--- src/rtl/xcvr_pkg.sv ---
package xcvr_pkg;
    typedef enum logic [1:0] {
        MODE_ISOLATE = 2'd0,
        MODE_DRIVE_B = 2'd1,
        MODE_DRIVE_A = 2'd2
    } lane_mode_t;
endpackage

--- src/rtl/xcvr_strobe_edge.sv ---
module xcvr_strobe_edge (
    input  logic clk,
    input  logic rst,
    input  logic strobe,
    output logic rise
);
    logic prev_q;

    always_ff @(posedge clk) begin
        if (rst) prev_q <= 1'b1;
        else     prev_q <= strobe;
    end

    assign rise = strobe && !prev_q;

    // a strobe seen high on two clocks in a row does not rise again
    a_r10_single_rise: assert property (@(posedge clk) disable iff (rst)
        (strobe && $past(strobe)) |-> !rise);
endmodule

--- src/rtl/xcvr_store.sv ---
module xcvr_store #(
    parameter int WIDTH = 8
) (
    input  logic             clk,
    input  logic             rst,
    input  logic             load,
    input  logic [WIDTH-1:0] d,
    output logic [WIDTH-1:0] q
);
    always_ff @(posedge clk) begin
        if (rst)       q <= '0;
        else if (load) q <= d;
    end

    // a load takes the data present at that edge
    a_r6_load_value: assert property (@(posedge clk) disable iff (rst)
        load |=> (q == $past(d)));
    // without a load the stored value holds
    a_r10_hold_value: assert property (@(posedge clk) disable iff (rst)
        !load |=> $stable(q));
endmodule

--- src/rtl/xcvr_lane.sv ---
module xcvr_lane
    import xcvr_pkg::*;
#(
    parameter int LANE_W = 8
) (
    input  logic              clk,
    input  logic              rst,
    input  logic              oe_n,
    input  logic              dir,
    input  logic              cap_ab,
    input  logic              cap_ba,
    input  logic              sel_ab,
    input  logic              sel_ba,
    input  logic [LANE_W-1:0] a_in,
    input  logic [LANE_W-1:0] b_in,
    output logic [LANE_W-1:0] a_out,
    output logic              a_en,
    output logic [LANE_W-1:0] b_out,
    output logic              b_en
);
    logic              rise_ab, rise_ba;
    logic [LANE_W-1:0] fwd_q, rev_q;
    lane_mode_t        mode;

    xcvr_strobe_edge u_edge_ab (.clk(clk), .rst(rst), .strobe(cap_ab), .rise(rise_ab));
    xcvr_strobe_edge u_edge_ba (.clk(clk), .rst(rst), .strobe(cap_ba), .rise(rise_ba));

    xcvr_store #(.WIDTH(LANE_W)) u_fwd (
        .clk(clk), .rst(rst), .load(rise_ab), .d(a_in), .q(fwd_q));
    xcvr_store #(.WIDTH(LANE_W)) u_rev (
        .clk(clk), .rst(rst), .load(rise_ba), .d(b_in), .q(rev_q));

    always_comb begin
        if (oe_n)     mode = MODE_ISOLATE;
        else if (dir) mode = MODE_DRIVE_B;
        else          mode = MODE_DRIVE_A;
    end

    always_comb begin
        a_out = '0;
        b_out = '0;
        a_en  = 1'b0;
        b_en  = 1'b0;
        unique case (mode)
            MODE_ISOLATE: ;
            MODE_DRIVE_B: begin
                b_en  = 1'b1;
                b_out = sel_ab ? fwd_q : a_in;
            end
            MODE_DRIVE_A: begin
                a_en  = 1'b1;
                a_out = sel_ba ? rev_q : b_in;
            end
            default: ;
        endcase
    end

    // one driver per lane
    a_r5_one_driver: assert property (@(posedge clk) disable iff (rst)
        !(a_en && b_en));
    // undriven side carries zero
    a_r13_quiet_b: assert property (@(posedge clk) disable iff (rst)
        !b_en |-> (b_out == '0));
    a_r13_quiet_a: assert property (@(posedge clk) disable iff (rst)
        !a_en |-> (a_out == '0));
    // stored replay shows the value captured one clock earlier
    a_r9_replay: assert property (@(posedge clk) disable iff (rst)
        (rise_ab && !oe_n && dir && sel_ab) ##1 (!oe_n && dir && sel_ab)
            |-> (b_out == $past(a_in)));
endmodule

--- src/rtl/regbus_xcvr.sv ---
module regbus_xcvr #(
    parameter int LANES  = 2,
    parameter int LANE_W = 8,
    localparam int BUS_W = LANES * LANE_W
) (
    input  logic             clk,
    input  logic             rst,
    input  logic [LANES-1:0] oe_n,
    input  logic [LANES-1:0] dir,
    input  logic [LANES-1:0] cap_ab,
    input  logic [LANES-1:0] cap_ba,
    input  logic [LANES-1:0] sel_ab,
    input  logic [LANES-1:0] sel_ba,
    input  logic [BUS_W-1:0] a_in,
    output logic [BUS_W-1:0] a_out,
    output logic [LANES-1:0] a_drive_en,
    input  logic [BUS_W-1:0] b_in,
    output logic [BUS_W-1:0] b_out,
    output logic [LANES-1:0] b_drive_en
);
    for (genvar l = 0; l < LANES; l++) begin : g_lane
        xcvr_lane #(.LANE_W(LANE_W)) u_lane (
            .clk   (clk),
            .rst   (rst),
            .oe_n  (oe_n[l]),
            .dir   (dir[l]),
            .cap_ab(cap_ab[l]),
            .cap_ba(cap_ba[l]),
            .sel_ab(sel_ab[l]),
            .sel_ba(sel_ba[l]),
            .a_in  (a_in[l*LANE_W +: LANE_W]),
            .b_in  (b_in[l*LANE_W +: LANE_W]),
            .a_out (a_out[l*LANE_W +: LANE_W]),
            .a_en  (a_drive_en[l]),
            .b_out (b_out[l*LANE_W +: LANE_W]),
            .b_en  (b_drive_en[l])
        );

        // isolated lane drives neither port
        a_r2_isolated: assert property (@(posedge clk) disable iff (rst)
            oe_n[l] |-> (!a_drive_en[l] && !b_drive_en[l]));
        // direction 1 drives B only
        a_r3_drive_b: assert property (@(posedge clk) disable iff (rst)
            (!oe_n[l] && dir[l]) |-> (b_drive_en[l] && !a_drive_en[l]));
        // direction 0 drives A only
        a_r4_drive_a: assert property (@(posedge clk) disable iff (rst)
            (!oe_n[l] && !dir[l]) |-> (a_drive_en[l] && !b_drive_en[l]));
        // live pass-through in the same cycle
        a_r8_live_b: assert property (@(posedge clk) disable iff (rst)
            (b_drive_en[l] && !sel_ab[l]) |->
                (b_out[l*LANE_W +: LANE_W] == a_in[l*LANE_W +: LANE_W]));
        a_r8_live_a: assert property (@(posedge clk) disable iff (rst)
            (a_drive_en[l] && !sel_ba[l]) |->
                (a_out[l*LANE_W +: LANE_W] == b_in[l*LANE_W +: LANE_W]));
    end
endmodule

--- config.mk ---
export PLATFORM = sky130hd
export DESIGN_NAME = regbus_xcvr
export DESIGN_NICKNAME = d
export VERILOG_FILES = /design/src/rtl/xcvr_pkg.sv /design/src/rtl/xcvr_strobe_edge.sv /design/src/rtl/xcvr_store.sv /design/src/rtl/xcvr_lane.sv /design/src/rtl/regbus_xcvr.sv
export SDC_FILE = /design/constraint.sdc
export NUM_CORES = 1
export LEC_CHECK = 0
export ABC_AREA = 1
export CAP_MARGIN = 20
export CELL_PAD_IN_SITES_DETAIL_PLACEMENT = 0
export CELL_PAD_IN_SITES_GLOBAL_PLACEMENT = 2
export CORE_MARGIN = 5
export CORE_UTILIZATION = 21
export CTS_CLUSTER_DIAMETER = 50
export DETAILED_ROUTE_END_ITERATION = 10
export GPL_TIMING_DRIVEN = 0
export PLACE_DENSITY = 0.76
export SLEW_MARGIN = 5
export SYNTH_ARGS = -nofsm -noshare
export SYNTH_HDL_FRONTEND = slang
export SYNTH_SLANG_ARGS = --single-unit
--- constraint.sdc ---
create_clock -name clk -period 1.2 [get_ports clk]
set_clock_uncertainty 0.1 [all_clocks]
set_input_delay 0.24 -clock clk [delete_from_list [all_inputs] [get_ports clk]]
set_output_delay 0.24 -clock clk [all_outputs]
set_load 0.01 [all_outputs]
==> metrics.txt <==
worst hold path type in2reg; EDFF count, synth 0; ys async rst share 0; routed vias/inst 4.07; crit-path leading delay family flip-flops; via count ~2300; critical path endpoint category output port; WS Path Type reg2out; Max stage delay on crit path 340 ps; first-pass GRT wire length about 11000 um; Synth top area share 0.354; top-count cell post-synth nand2_1; vias in the first global route 2310; cell accounting for the most synthesized area dfxtp_1; Area contributors post-synth dfxtp_1, nand2_1, nor2_1, inv_1, a21oi_1; Starting Density 0.212; MaxCap Viol Count 0; Synth Register Bits 36; DIE AREA 11800 um2; die width between 100 and 150 um; Post-synth top cells nand2_1, nor2_1, inv_1, dfxtp_1; P&R area growth vs syn 58.6%; cells after synthesis 340; CTS tree done; count of input and output buffers 73; WP data arrival 940 ps; initial antenna violation count 0; ANT cells 0; clk slew on worst S/H paths 80 ps; Req. time, crit path 860 ps; crit path cell chain nand2_2, a21oi_2, buf_2; fin util 0.336; Total GRT Usage 0.121; fill count 1086; failing checks negative setup slack; post-synthesis sequential area ratio 0.354; largest family of logic cells by synthesized area simple AND/OR/NAND/NOR gates; Layout Nets 480; post-synthesis adder-cell area fraction 0; RSZ-0062 raised after global routing yes; cts hold-fix bufs 0; Ports 82; f_max 781 MHz; Placed Cells 546; Pwr Density 894 nW/um2; Num Clock Sinks 36; Root Buffer clkbuf_8; mux cell area share after synthesis 0; post-detail-place hpwl 4440 um; Top FF cell, synth dfxtp_1; first-pass iteration count of the detailed router 4; # setup viols final 32; post-synthesis cell type count 11; TNS Setup -1490 ps; status finished, violations left; DR WL/cell 12.1 um; fin crit period around 1300 ps; final WL 6860 um; post-route cell area approximately 3200 um2; clk buf depth 2; crit path setup slack, layout -79.7 ps; Core Area 9590 um2; clk_lat worst skew around 280 ps; synth warn 0; Slew @ Worst Pin 310 ps; Final Hold Viols 0; Final Max Tran Viols 0; pin count of the biggest net entering global routing 11; Post-Syn Area 2040 um2; worst IR drop on VDD 0.431 mV; Post-Synth XOR/XNOR Area 0; Cell Count, Final, Fillers Out 568; Remaining Overflow, GRT 0; Mapped Nets between 300 and 400; Post-Synth Simple-Gate Area 0.411; Synth Area in Compound Gates 0.0787; WP buf/inv 1; Die Ht 108 um; Final Cycle Share 1.07; area of placed instances 2930 um2; DRT antenna net count 0; layout cell share with drive strength beyond 1 0.405; Worst Path Max Fanout 2; total CTS buffers 5; Startpoint Class register; H-tree lvl count 2; # DRC 0; Syn Area/Cell 5.99 um2; Iteration-0 DRC Markers 59; routability cong. 0.700; Leak around 1.6 nW; Critical-path top delay cell dfxtp_2; relative slew slack 0.793; row count 36
## through the flow
step | hold WS (ps) | total power, W | setup slack, ps
after floorplan | 316 | 0.00164 | 90.9
after global placement | 364 | 0.00194 | -918
after detailed placement | 372 | 0.00195 | -902
after CTS | 130 | 0.00291 | -97.1
after global routing | 147 | 0.00308 | -157
final | 136 | 0.00288 | -79.7
## cell usage in the layout, fill, tap and decap left out, drive strengths merged
master         instances
buf                   63
nor2                  68
inv                   48
a21oi                 32
clkinvlp               4
nand2                108
clkdlybuf4s50          1
dfxtp                 36
dlygate4sd2           32
nand3                 32
clkinv                 1
clkbuf                10
## cell type report
class / count / area, um2 / share of cell area
clock buffers: 8 / 90.1 / 0.0279
well taps: 133 / 166 / 0.0516
repair buffers: 83 / 618 / 0.191
multi-input cells: 240 / 1240 / 0.383
inverters: 53 / 229 / 0.0709
flip-flops and latches: 36 / 761 / 0.236
plain buffers: 15 / 128 / 0.0395
## logic make-up after synthesis
family | Yosys count
and+or+nand+nor | 204
buffers and inverters | 68
AOI/OAI and AO/OA | 32
DFF | 36
## flip-flops by register name, indices dropped and copies added (netlist names)
| register | cells |
|---|---|
| g_lane.u_lane.u_fwd.q | 16 |
| g_lane.u_lane.u_rev.q | 16 |
| g_lane.u_lane.u_edge_ab.prev_q | 2 |
| g_lane.u_lane.u_edge_ba.prev_q | 2 |
## path summary, 6_finish.rpt
path	start	end	slack, ps	cells past startpoint
worst max-delay path	g_lane[0].u_lane.u_fwd.q[5]	b_out[5]	-80	3
worst min-delay path	cap_ab[0]	g_lane[0].u_lane.u_edge_ab.prev_q	140	3
worst max register to register	g_lane[0].u_lane.u_edge_ba.prev_q	g_lane[0].u_lane.u_rev.q[0]	180	4
worst min register to register	g_lane[0].u_lane.u_rev.q[4]	g_lane[0].u_lane.u_rev.q[4]	380	2
## report_power, final
| part | leakage (nW) | internal [W] | switching (W) |
|---|---|---|---|
| Clock | 0.0455 | 0.000469 | 0.000427 |
| Sequential | 0.309 | 0.00127 | 0.0000404 |
| Combinational | 1.23 | 0.000292 | 0.000386 |
| Total | 1.59 | 0.00203 | 0.000854 |
## metal layers
layer,GRT usage,part of all wire,vias to the layer above
met5,0,0,-
met4,0.0216,0.0079,0
met3,0.0316,0.060,5
met2,0.200,0.45,68
met1,0.161,0.48,1024
li1,-,-,1216
## tightest hold or removal path, stage by stage
cell and delay (ps):
buf_4 140, inv_2 60, nand2_1 50
## repair_timing
action	4_1_cts	5_1_grt
gates cloned	4	0
endpoints found under the setup margin	36	52
buffers inserted	9	1
pin swaps	36	1
gates resized for setup	286	26
Note: power is estimated with default switching activity, not from simulation.
